[src/rtl/swu_pkg.sv]
package swu_pkg;
  typedef enum logic [2:0] {
    ST_RUN,
    ST_ASLEEP,
    ST_OSC_WAIT,
    ST_WAKE_EXEC,
    ST_DUMMY
  } swu_state_e;

  localparam logic [1:0] OSC_RC = 2'd3;
endpackage

[src/rtl/swu_phase_gen.sv]
module swu_phase_gen #(
  parameter int NPH = 4
) (
  input  logic           clk_i,
  input  logic           rst_ni,
  input  logic           en_i,
  output logic [NPH-1:0] q_o,
  output logic           last_o
);
  localparam int PW = $clog2(NPH);

  logic [PW-1:0] ph_q;

  // phase counter parks at Q1 while stopped
  always_ff @(posedge clk_i or negedge rst_ni) begin
    if (!rst_ni)                  ph_q <= '0;
    else if (!en_i)               ph_q <= '0;
    else if (ph_q == PW'(NPH-1))  ph_q <= '0;
    else                          ph_q <= ph_q + 1'b1;
  end

  for (genvar g = 0; g < NPH; g++) begin : g_strobe
    assign q_o[g] = en_i && (ph_q == PW'(g));
  end

  assign last_o = en_i && (ph_q == PW'(NPH-1));
endmodule

[src/rtl/swu_edge_det.sv]
module swu_edge_det (
  input  logic clk_i,
  input  logic rst_ni,
  input  logic d_i,
  output logic rise_o
);
  logic prev_q;

  always_ff @(posedge clk_i or negedge rst_ni) begin
    if (!rst_ni) prev_q <= 1'b0;
    else         prev_q <= d_i;
  end

  assign rise_o = d_i && !prev_q;
endmodule

[src/rtl/swu_ost_counter.sv]
module swu_ost_counter #(
  parameter int OST_CYCLES = 1024
) (
  input  logic clk_i,
  input  logic rst_ni,
  input  logic clr_i,
  input  logic en_i,
  output logic done_o
);
  localparam int CW = $clog2(OST_CYCLES) + 1;

  logic [CW-1:0] cnt_q;

  always_ff @(posedge clk_i or negedge rst_ni) begin
    if (!rst_ni)    cnt_q <= '0;
    else if (clr_i) cnt_q <= '0;
    else if (en_i)  cnt_q <= cnt_q + 1'b1;
  end

  assign done_o = en_i && (cnt_q == CW'(OST_CYCLES-1));
endmodule

[src/rtl/swu_sleep_seq.sv]
module swu_sleep_seq
  import swu_pkg::*;
#(
  parameter int OST_CYCLES = 1024
) (
  input  logic       clk_i,
  input  logic       rst_ni,
  input  logic       sleep_i,
  input  logic       intf_i,
  input  logic       gie_i,
  input  logic       int_pin_i,
  input  logic [1:0] osc_mode_i,
  output logic       run_o,
  output logic [3:0] q_o,
  output logic       pc_vec_o,
  output logic       dummy_o,
  output logic       intf_set_o,
  output logic       gie_clr_o
);
  swu_state_e state_q, state_d;
  logic       last_ph;
  logic       pin_rise;
  logic       ost_done;
  logic       sleep_ok;

  swu_phase_gen #(.NPH(4)) u_phase (
    .clk_i  (clk_i),
    .rst_ni (rst_ni),
    .en_i   (run_o),
    .q_o    (q_o),
    .last_o (last_ph)
  );

  swu_edge_det u_edge (
    .clk_i  (clk_i),
    .rst_ni (rst_ni),
    .d_i    (int_pin_i),
    .rise_o (pin_rise)
  );

  swu_ost_counter #(.OST_CYCLES(OST_CYCLES)) u_ost (
    .clk_i  (clk_i),
    .rst_ni (rst_ni),
    .clr_i  (state_q != ST_OSC_WAIT),
    .en_i   (state_q == ST_OSC_WAIT),
    .done_o (ost_done)
  );

  // pending flag turns the request into a no-op
  assign sleep_ok = last_ph && sleep_i && !intf_i;

  always_comb begin
    state_d = state_q;
    unique case (state_q)
      ST_RUN:       if (sleep_ok) state_d = ST_ASLEEP;
      ST_ASLEEP:    if (pin_rise) state_d = (osc_mode_i == OSC_RC) ? ST_WAKE_EXEC : ST_OSC_WAIT;
      ST_OSC_WAIT:  if (ost_done) state_d = ST_WAKE_EXEC;
      ST_WAKE_EXEC: begin
        if (sleep_ok)     state_d = ST_ASLEEP;
        else if (last_ph) state_d = gie_i ? ST_DUMMY : ST_RUN;
      end
      ST_DUMMY:     if (last_ph) state_d = ST_RUN;
      default:      state_d = ST_RUN;
    endcase
  end

  always_ff @(posedge clk_i or negedge rst_ni) begin
    if (!rst_ni) state_q <= ST_RUN;
    else         state_q <= state_d;
  end

  assign run_o      = (state_q == ST_RUN) || (state_q == ST_WAKE_EXEC) || (state_q == ST_DUMMY);
  assign intf_set_o = (state_q == ST_ASLEEP) && pin_rise;
  assign dummy_o    = (state_q == ST_DUMMY);
  assign pc_vec_o   = (state_q == ST_DUMMY) && last_ph;
  assign gie_clr_o  = (state_q == ST_DUMMY) && last_ph;
endmodule

[config.mk]
export PLATFORM = sky130hd
export DESIGN_NAME = swu_sleep_seq
export DESIGN_NICKNAME = d
export VERILOG_FILES = /design/src/rtl/swu_pkg.sv /design/src/rtl/swu_phase_gen.sv /design/src/rtl/swu_edge_det.sv /design/src/rtl/swu_ost_counter.sv /design/src/rtl/swu_sleep_seq.sv
export SDC_FILE = /design/constraint.sdc
export NUM_CORES = 1
export LEC_CHECK = 0
export BUFFER_PORTS_ARGS = -buffer_cell sky130_fd_sc_hd__clkbuf_2
export CORE_ASPECT_RATIO = 0.7
export CORE_MARGIN = 10
export CORE_UTILIZATION = 35
export CTS_CLUSTER_SIZE = 12
export DETAILED_ROUTE_END_ITERATION = 16
export PLACE_DENSITY = 0.59
export SETUP_SLACK_MARGIN = 0.05
export SLEW_MARGIN = 40
export SYNTH_ARGS = -nofsm -noshare
export SYNTH_HDL_FRONTEND = slang
export SYNTH_HIERARCHICAL = 1
export SYNTH_SLANG_ARGS = --single-unit
[constraint.sdc]
create_clock -name clk_i -period 2 [get_ports clk_i]
set_input_delay 0.5 -clock clk_i [delete_from_list [all_inputs] [get_ports clk_i]]
set_output_delay 0.5 -clock clk_i [all_outputs]
set_load 0.05 [all_outputs]
=== Yosys cells after proc, flatten, opt, wreduce, memory -nomap -nowiden ===
Index checks and enable logic that the tools add are counted.

* Add/subtract/negate cells: 2
* Reductions and logical operators: 18
* Equality and inequality tests: 15
* Muxes and demuxes: 13

{| class="wikitable"
|+ Operators by type and width
! operator !! count
|-
| 11-bit 2-to-1 mux || 2
|-
| 3-bit 2-to-1 mux || 7
|-
| 3-bit one-hot mux with 5 select lines || 1
|-
| 11-bit by 1-bit adder with 11-bit output, second input constant || 1
|-
| 11-bit by 10-bit equality test with 1-bit output, second input constant || 1
|-
| 1-bit logical AND || 10
|-
| 2-bit equality test, second input constant || 3
|-
| 3-bit by 2-bit equality test with 1-bit output, second input constant || 2
|-
| 2-bit inequality test, second input constant || 3
|-
| 5-bit AND reduction || 1
|-
| 2-bit 2-to-1 mux || 2
|-
| 3-bit by 1-bit equality test with 1-bit output, second input constant || 1
|-
| 3-bit equality test, second input constant || 1
|-
| 3-bit zero test || 1
|-
| 3-bit by 2-bit inequality test with 1-bit output, second input constant || 1
|-
| 3-bit inequality test, second input constant || 1
|-
| 2-bit by 1-bit adder with 2-bit output, second input constant || 1
|-
| 2-bit by 1-bit equality test with 1-bit output, second input constant || 1
|-
| 1-bit zero test || 2
|-
| 2-bit zero test || 1
|-
| 1-bit logical OR || 2
|-
| 2-bit by 1-bit inequality test with 1-bit output, second input constant || 1
|-
| 2-bit nonzero test || 1
|-
| 1-bit 2-to-1 mux || 1
|}

* Flip-flop bits (word level): 17
* Word-level logic and storage cells: 52
* Input bits: 8
* Output and inout port bits: 9

=== Logic depth before layout (Yosys ltp) ===
Gate-level depths: netlist of run 1.

* Word-level depth: 8
* Mapped depth: 8
* Gate-level depth less buffers: 6

=== Hierarchy ===
Netlist of run 1, hierarchy kept.

{| class="wikitable"
|+ Modules (own cells, without submodules)
! module !! instances !! area each (sq um) !! cells an instance
|-
| swu_ost_counter || 1 || 564.3 || 56
|-
| swu_sleep_seq || 1 || 261.5 || 30
|-
| swu_phase_gen || 1 || 155.1 || 15
|-
| swu_edge_det || 1 || 38.8 || 2
|}

=== Worst setup path after synthesis of run 1 ===
OpenSTA, ideal clock, no wires.

* Kind: register to output
* Start: reg state_q[0]
* End: out pc_vec_o
* Stages on the path, launching flop included: 6
* Path buffers: 1
* Setup slack: -0.528 ns
* Data arrival time: 2.028 ns
* Path through: dfrtp_1 > nor2b_1 > a21o_2 > and2_1 > and3_1 > buf_4

* Cells in the longest elaborated chain, start to end: 5

{| class="wikitable"
|+ Ends and longest elaborated chain
! element !! line !! text
|-
| start: declaration || swu_sleep_seq.sv:20 || <nowiki>swu_state_e state_q, state_d;</nowiki>
|-
| start signal: assignment || swu_sleep_seq.sv:69 || <nowiki>else state_q <= state_d;</nowiki>
|-
| 3-bit by 2-bit equality test with 1-bit output or 3-bit zero test (tied branches) || swu_sleep_seq.sv:72 || <nowiki>assign run_o = (state_q == ST_RUN) || (state_q == ST_WAKE_EXEC) || (state_q == ST_DUMMY);</nowiki>
|-
| 1-bit logical OR || swu_sleep_seq.sv:72 ||
|-
| 1-bit logical OR (*) || swu_sleep_seq.sv:72 ||
|-
| named net run_o || swu_sleep_seq.sv:13 || <nowiki>output logic run_o,</nowiki>
|-
| 1-bit logical AND (*) || swu_phase_gen.sv:26 || <nowiki>assign last_o = en_i && (ph_q == PW'(NPH-1));</nowiki>
|-
| named net last_ph || swu_sleep_seq.sv:21 || <nowiki>logic last_ph;</nowiki>
|-
| 1-bit logical AND (*) || - ||
|-
| end: declaration || swu_sleep_seq.sv:15 || <nowiki>output logic pc_vec_o,</nowiki>
|}

Mark *: on every way through the listed nets, which the timed path passes. The rest lies on a longest branch.

=== Worst setup path after layout of run 1 ===
* Start: reg state_q[0]
* End: out gie_clr_o

* Cells in the longest elaborated chain, start to end: 5

{| class="wikitable"
|+ Ends and longest elaborated chain
! element !! line !! text
|-
| 3-bit by 2-bit equality test with 1-bit output or 3-bit zero test (tied branches) || swu_sleep_seq.sv:72 ||
|-
| 1-bit logical OR (2 in a row) || swu_sleep_seq.sv:72 ||
|-
| 1-bit logical AND || swu_phase_gen.sv:26 ||
|-
| 1-bit logical AND (*) || swu_sleep_seq.sv:76 || <nowiki>assign gie_clr_o = (state_q == ST_DUMMY) && last_ph;</nowiki>
|-
| end: declaration || swu_sleep_seq.sv:18 || <nowiki>output logic gie_clr_o</nowiki>
|}

Every way passes the cells marked *; elsewhere a longest branch is shown, timed or not.

==> results of run 1 <==
[metrics by stage]
| step | setup WS, ns | utilization, % |
|---|---|---|
| floorplan | -0.152 | - |
| global placement | 0.156 | 43.4 |
| detailed placement | 0.140 | 43.4 |
| CTS | 0.0133 | 46.9 |
| global route | -0.0496 | 48.3 |
| finish | 0.0182 | 48.3 |
[final cells by class]
type | instances | area share, %
clock buffer | 3 | 3.07
sequential | 17 | 31.8
clock inverter | 1 | 0.558
tap | 36 | 3.35
timing repair buffer | 29 | 16.4
multi-input combinational | 74 | 42.9
inverter | 7 | 1.95
[where the power goes]
group / switching, uW / total, uW / internal (uW)
registers: 54.5 / 443 / 388
logic: 419 / 744 / 325
clock network: 124 / 264 / 140
total: 597 / 1450 / 853
[placed cells by master, fill, tap and decap left out, types with 2 or more instances in the layout]
master and instances:
dfrtp_2 2, ha_1 5, and2_1 4, buf_2 4, nor2b_4 2, nor3b_2 3
clkbuf_8 4, o31ai_1 3, buf_4 12, xor2_1 2, inv_1 7, clkbuf_2 9
dfrtp_1 15, nand4_1 3, nand3_1 2, buf_12 2, or4_1 3, nand2_1 6
o21ai_0 2, or3_1 2, xnor2_1 2, a21oi_1 6, nor2_1 7
[layer usage]
layer / wire [um] / part of all wire [%] / global-route usage, %
met1: 1060 / 46 / 9.47
met2: 1110 / 48 / 13.2
met3: 86 / 3.7 / 3.45
met4: 61 / 2.6 / 2.05
met5: 0 / 0 / 0
[logic make-up after synthesis]
logic type               Yosys count
buffers and inverters             12
AND/OR/NAND/NOR                   44
flip-flops                        17
adder cells (fa/ha/maj)            5
multiplexers                       2
XOR/XNOR                           4
AO/OA/AOI/OAI                     19
[worst paths after layout]
| path | from | end | slack (ns) | depth (start not counted) |
|---|---|---|---|---|
| min | rst_ni | u_ost/cnt_q[0] | 0.17 | 1 |
| min reg2reg | u_phase/ph_q[0] | u_phase/ph_q[0] | 0.49 | 1 |
| max reg2reg | state_q[2] | state_q[0] | 0.05 | 8 |
| min in group clk_i | int_pin_i | u_edge/prev_q | 0.37 | 1 |
| max in group asynchronous | rst_ni | state_q[1] | 1.51 | 1 |
| max | state_q[0] | gie_clr_o | 0.02 | 5 |
[synth_stat cells, drive strengths merged, types with 3 or more instances]
master | number | share of area (%)
ha | 5 | 6.1
dfrtp | 17 | 42
o21ai | 3 | 1.5
or4 | 3 | 2.2
nor2 | 8 | 3.2
buf | 4 | 3.3
inv | 7 | 2.6
nand2 | 6 | 2.2
and2 | 5 | 3.1
o31ai | 3 | 2.2
a21oi | 6 | 2.9
nand3 | 3 | 2.0
nand4 | 3 | 1.8
nor3b | 3 | 2.7
nor2b | 4 | 3.4
[repair_timing]
action                                  4_1_cts  5_1_grt
pin swaps                                     3        7
buffers inserted                              4        2
endpoints found under the setup margin        7       11
resized for setup                             6        8
[sequential cells by signal, summed over array words and instances, names as in the netlist]
register       count
u_ost/cnt_q       11
u_phase/ph_q       2
state_q            3
u_edge/prev_q      1
==> results.json, run 1 <==
{
  "diodes": 0,
  "crit_path_start_kind": "flop",
  "nNetsFinal": 145,
  "clock.fmax_mhz": 505,
  "worst_hold_slack_ns": 0.167,
  "dpl_cell_area_um2": 1210,
  "yosys.area_share.simple_pct": 27.0,
  "worstPathRequired_ns": 1.50,
  "synth-seq-cells": 17,
  "async_flop_share_pct": 100,
  "crit_type": "reg2out",
  "grt_pass1_vias": 822,
  "fin_crit_sh_pct": 99.1,
  "grt_max_degree": 18,
  "ys_seq_area_share_pct": 41.7,
  "period_needed_ns": 1.98,
  "slew_headroom_pct": 71.6,
  "clockBufferDepth": 2,
  "setup-tns-final_ns": 0,
  "place_inst": 157,
  "yosys_warnings": 6,
  "finalClockSkew_ns": 0.00346,
  "cts-htree-levels": 1,
  "core_um2": 2780,
  "final_max_slew_viol_count": 0,
  "path_clk_slew_ns": 0.07,
  "synth_compound_area_share_pct": 13.4,
  "num_rows": 16,
  "nFillCells": 261,
  "cp-end-kind": "output pin",
  "hold_path_class": "in2async",
  "arrival_ns": 1.48,
  "ios": 17,
  "synth_top_family_by_area": "simple AND/OR/NAND/NOR gates",
  "avgViaCountPerCell": 4.95,
  "gp_congestion": 0.845,
  "drt_iter0_markers": 37,
  "start_util_pct": 36.6,
  "regArea_um2": 428,
  "drc": 0,
  "grt_use_total_pct": 8.02,
  "die-width_um": 84.5,
  "max_slew.worst_pin.slew_ns": 0.426,
  "cts_sinks": 17,
  "synthFlopType": "dfrtp_1",
  "root_buffer": "clkbuf_8",
  "outcome": "finished clean",
  "port_buffers": 16,
  "synth_xor_xnor_area_share_pct": 3.44,
  "finalHoldViolCount": 0,
  "die_h_um": 65.2,
  "crit_path_top_delay_cell": "dfrtp_1",
  "place_hpwl_mm": 1.68,
  "crit_buf_inv": 1,
  "critPathMaxFanout": 6,
  "antenna_found_initial": 0,
  "fin_area_um2": 1350,
  "layout-drive-gt1-share_pct": 38.9,
  "synth_nets": 116,
  "syn_inst": 103,
  "drtAntennaViolNets": 0,
  "ir_worst_vdd_uv": 588,
  "cts_hold_buf": 0,
  "synth.cell_area_um2": 1020,
  "netlist-cell-type-count": 41,
  "fin_cells": 167,
  "routed-via-count": 826,
  "cts_tree": "done",
  "clock_latency_ns": 0.25,
  "setup_viol": 0,
  "synth_edf_count": 0,
  "cellPowerDensity_nw_per_um2": 1080,
  "drv_cap": 0,
  "critPathMaxStageDelay_ns": 0.41,
  "cts_buffers": 3,
  "leakage_uw": 0.000578,
  "area_delta_synth_final_pct": 31.9,
  "dieArea_um2": 5510,
  "finalPower_uw": 1450,
  "synth_fa_ha_area_share_pct": 6.13,
  "synthMuxAreaShare_pct": 2.09,
  "rsz0062_at_grt": "true",
  "crit_chain": "nor2b_4, a21o_4, and2_4, and3_4, buf_12",
  "multi_input_area_um2": 577,
  "crit_family": "simple AND/OR/NAND/NOR gates",
  "syn_avg_cell_area_um2": 9.90,
  "grt_pass1_wl_mm": 3.74,
  "grt_overflow": 0,
  "drt_pass1_iterations": 4,
  "drt_wl_total_mm": 2.32,
  "wl_per_cell_um": 13.9
}
Power figures use the tool's default switching activity.
==> inputs of run 2 (changes only) <==
--- a/config.mk
+++ b/config.mk
@@ -16,5 +16,4 @@
 export SLEW_MARGIN = 40
 export SYNTH_ARGS = -nofsm -noshare
 export SYNTH_HDL_FRONTEND = slang
-export SYNTH_HIERARCHICAL = 1
 export SYNTH_SLANG_ARGS = --single-unit
==> results.json, run 2 <==
{
  "outcome": "finished clean",
  "crit_path_top_delay_cell": "dfrtp_2",
  "r2r_slack_ns": 0.46,
  "netlist.area_leader.share_pct": 45.6,
  "synthFlopType": "dfrtp_1",
  "synth.cell_area_um2": 933,
  "fin_crit_sh_pct": 96.0,
  "crit_family": "simple AND/OR/NAND/NOR gates",
  "clock_latency_ns": 0.25,
  "grt_overflow": 0,
  "syn_avg_cell_area_um2": 10.0,
  "pre_cts_ws_ns": 0.215,
  "crit_type": "reg2out",
  "final_max_slew_viol_count": 0,
  "crit_buf_inv": 1,
  "async_flop_share_pct": 100,
  "place_hpwl_mm": 1.38,
  "grt_max_degree": 18,
  "wl_per_cell_um": 12.4,
  "synth.area.top_cells": "dfrtp_1 46%, ha_1 6.7%, xor2_1 6.6%",
  "setup_ws_ns": 0.0807,
  "reg.largest.list": "u_ost.cnt_q x11, state_q x3, u_phase.ph_q x2",
  "leakage_uw": 0.000532,
  "setup_viol": 0,
  "worstPathRequired_ns": 1.50,
  "routed-via-count": 675,
  "area_delta_synth_final_pct": 22.5,
  "dieArea_um2": 5170,
  "die-width_um": 81.7,
  "grt_use_total_pct": 7.83,
  "drc": 0,
  "r2r-start": "u_phase.ph_q[0]",
  "ir_worst_vdd_uv": 819,
  "start_util_pct": 37.4,
  "grt_pass1_vias": 695,
  "clock.fmax_mhz": 521,
  "wl_met3_um": 118,
  "rr_worst_depth": 5,
  "dpl_cell_area_um2": 1050,
  "num_rows": 15,
  "yosys-top-cells-count": "17 x dfrtp_1, 13 x nor2_1, 7 x xor2_1",
  "hold_path_class": "in2async",
  "crit_start": "state_q[1]",
  "drv_cap": 0,
  "yosys_warnings": 0,
  "port_buffers": 16,
  "drt_pass1_iterations": 4,
  "cts_sinks": 17,
  "syn_inst": 93,
  "final_util_pct": 45.8,
  "layout_commonest_cell": "dfrtp_1",
  "antenna_found_initial": 0,
  "reg2reg_to": "state_q[0]",
  "yosysMostFrequentCell": "dfrtp_1",
  "netlist-cell-type-count": 34,
  "cellPowerDensity_nw_per_um2": 1290,
  "rsz0062_at_grt": "true",
  "diodes": 0,
  "grt_pass1_wl_mm": 3.21,
  "crit_chain": "and3b_2, nor2_4, nor2b_1, clkbuf_4",
  "finalClockSkew_ns": 0.00173,
  "die_h_um": 63.2,
  "layout-drive-gt1-share_pct": 29.5,
  "ios": 17,
  "max_slew.worst_pin.slew_ns": 0.412,
  "top_register": "u_ost.cnt_q",
  "fin_area_um2": 1140,
  "drt_wl_total_mm": 1.81,
  "root_buffer": "clkbuf_8",
  "dr_wl_met2_um": 796,
  "avgViaCountPerCell": 4.62,
  "largest_reg_flops": 11,
  "crit_path_start_kind": "flop",
  "critPathMaxFanout": 8,
  "synth-seq-cells": 17,
  "critPathMaxStageDelay_ns": 0.47,
  "period_needed_ns": 1.92,
  "slew_headroom_pct": 72.5,
  "met1Wirelength_um": 865,
  "yosys.area.top_type": "dfrtp_1",
  "most-common-layout-cells": "16 x dfrtp_1, 13 x nor2_1, 9 x clkbuf_2",
  "cp-end-kind": "output pin",
  "path_clk_slew_ns": 0.06,
  "setup-tns-final_ns": 0,
  "finalHoldViolCount": 0,
  "arrival_ns": 1.42,
  "cts_tree": "done",
  "clockBufferDepth": 2,
  "cts_buffers": 3,
  "core_um2": 2500,
  "synth_edf_count": 0,
  "routed.top_layer": "met4",
  "drtAntennaViolNets": 0,
  "synth_nets": 106,
  "cts-htree-levels": 1,
  "ys_seq_area_share_pct": 45.6,
  "gp_congestion": 0.747,
  "drt_iter0_markers": 28,
  "nNetsFinal": 126
}
-- run 2: per-layer routing --
metal / GRT usage (%) / up-vias
li1: - / 345
met4: 3.81 / 0
met2: 11.4 / 14
met5: 0 / -
met1: 9.39 / 312
met3: 3.54 / 4
-- run 2: cell families (layout without fill, tap and decap cells) --
group	Yosys count	in the layout	synth area share, %
and+or+nand+nor	43	43	25.5
DFF	17	17	45.6
buffers and inverters	10	29	6.16
xor gates and xnor gates	9	9	8.45
AOI/OAI and AO/OA	8	8	6.43
adders and majority gates	5	5	6.70
muxes	1	1	1.21
-- run 2: metrics by stage --
step           std cells  hold WS, ns  power [uW]
2_1_floorplan         93        0.204         999
3_3_place_gp         142        0.453        1140
3_5_place_dp         142        0.457        1140
4_1_cts              146        0.179        1440
5_1_grt              146        0.194        1580
6_report             146        0.165        1470
-- run 2: how the worst max path moves through the flow --
stage                           to  slack (ns)  cells past startpoint
final                       q_o[2]        0.08                      4
after global routing        q_o[2]       0.002                      4
after CTS                   q_o[3]        0.05                      4
after detailed placement    q_o[3]        0.22                      4
after global placement      q_o[3]        0.23                      4
after floorplan           pc_vec_o        0.01                      6
-- run 2: timing repair --
action                                  4_1_cts  5_1_grt
gates resized for setup                       6       20
setup buffers                                 0        0
hold buffers                                  0        0
pin swaps                                     0        0
endpoints found under the setup margin        8        8
-- run 2: layout make-up --
class | count | area, um^2
multi-input combinational | 66 | 468
inverter | 5 | 18.8
sequential | 17 | 427
tap | 34 | 42.5
fill | 263 | 1350
clock buffer | 4 | 45.0
timing repair buffer | 20 | 143
-- run 2: where the power goes --
group | switching [uW] | internal, uW
sequential | 73.9 | 405
clock | 116 | 141
combinational | 448 | 290
total | 638 | 837
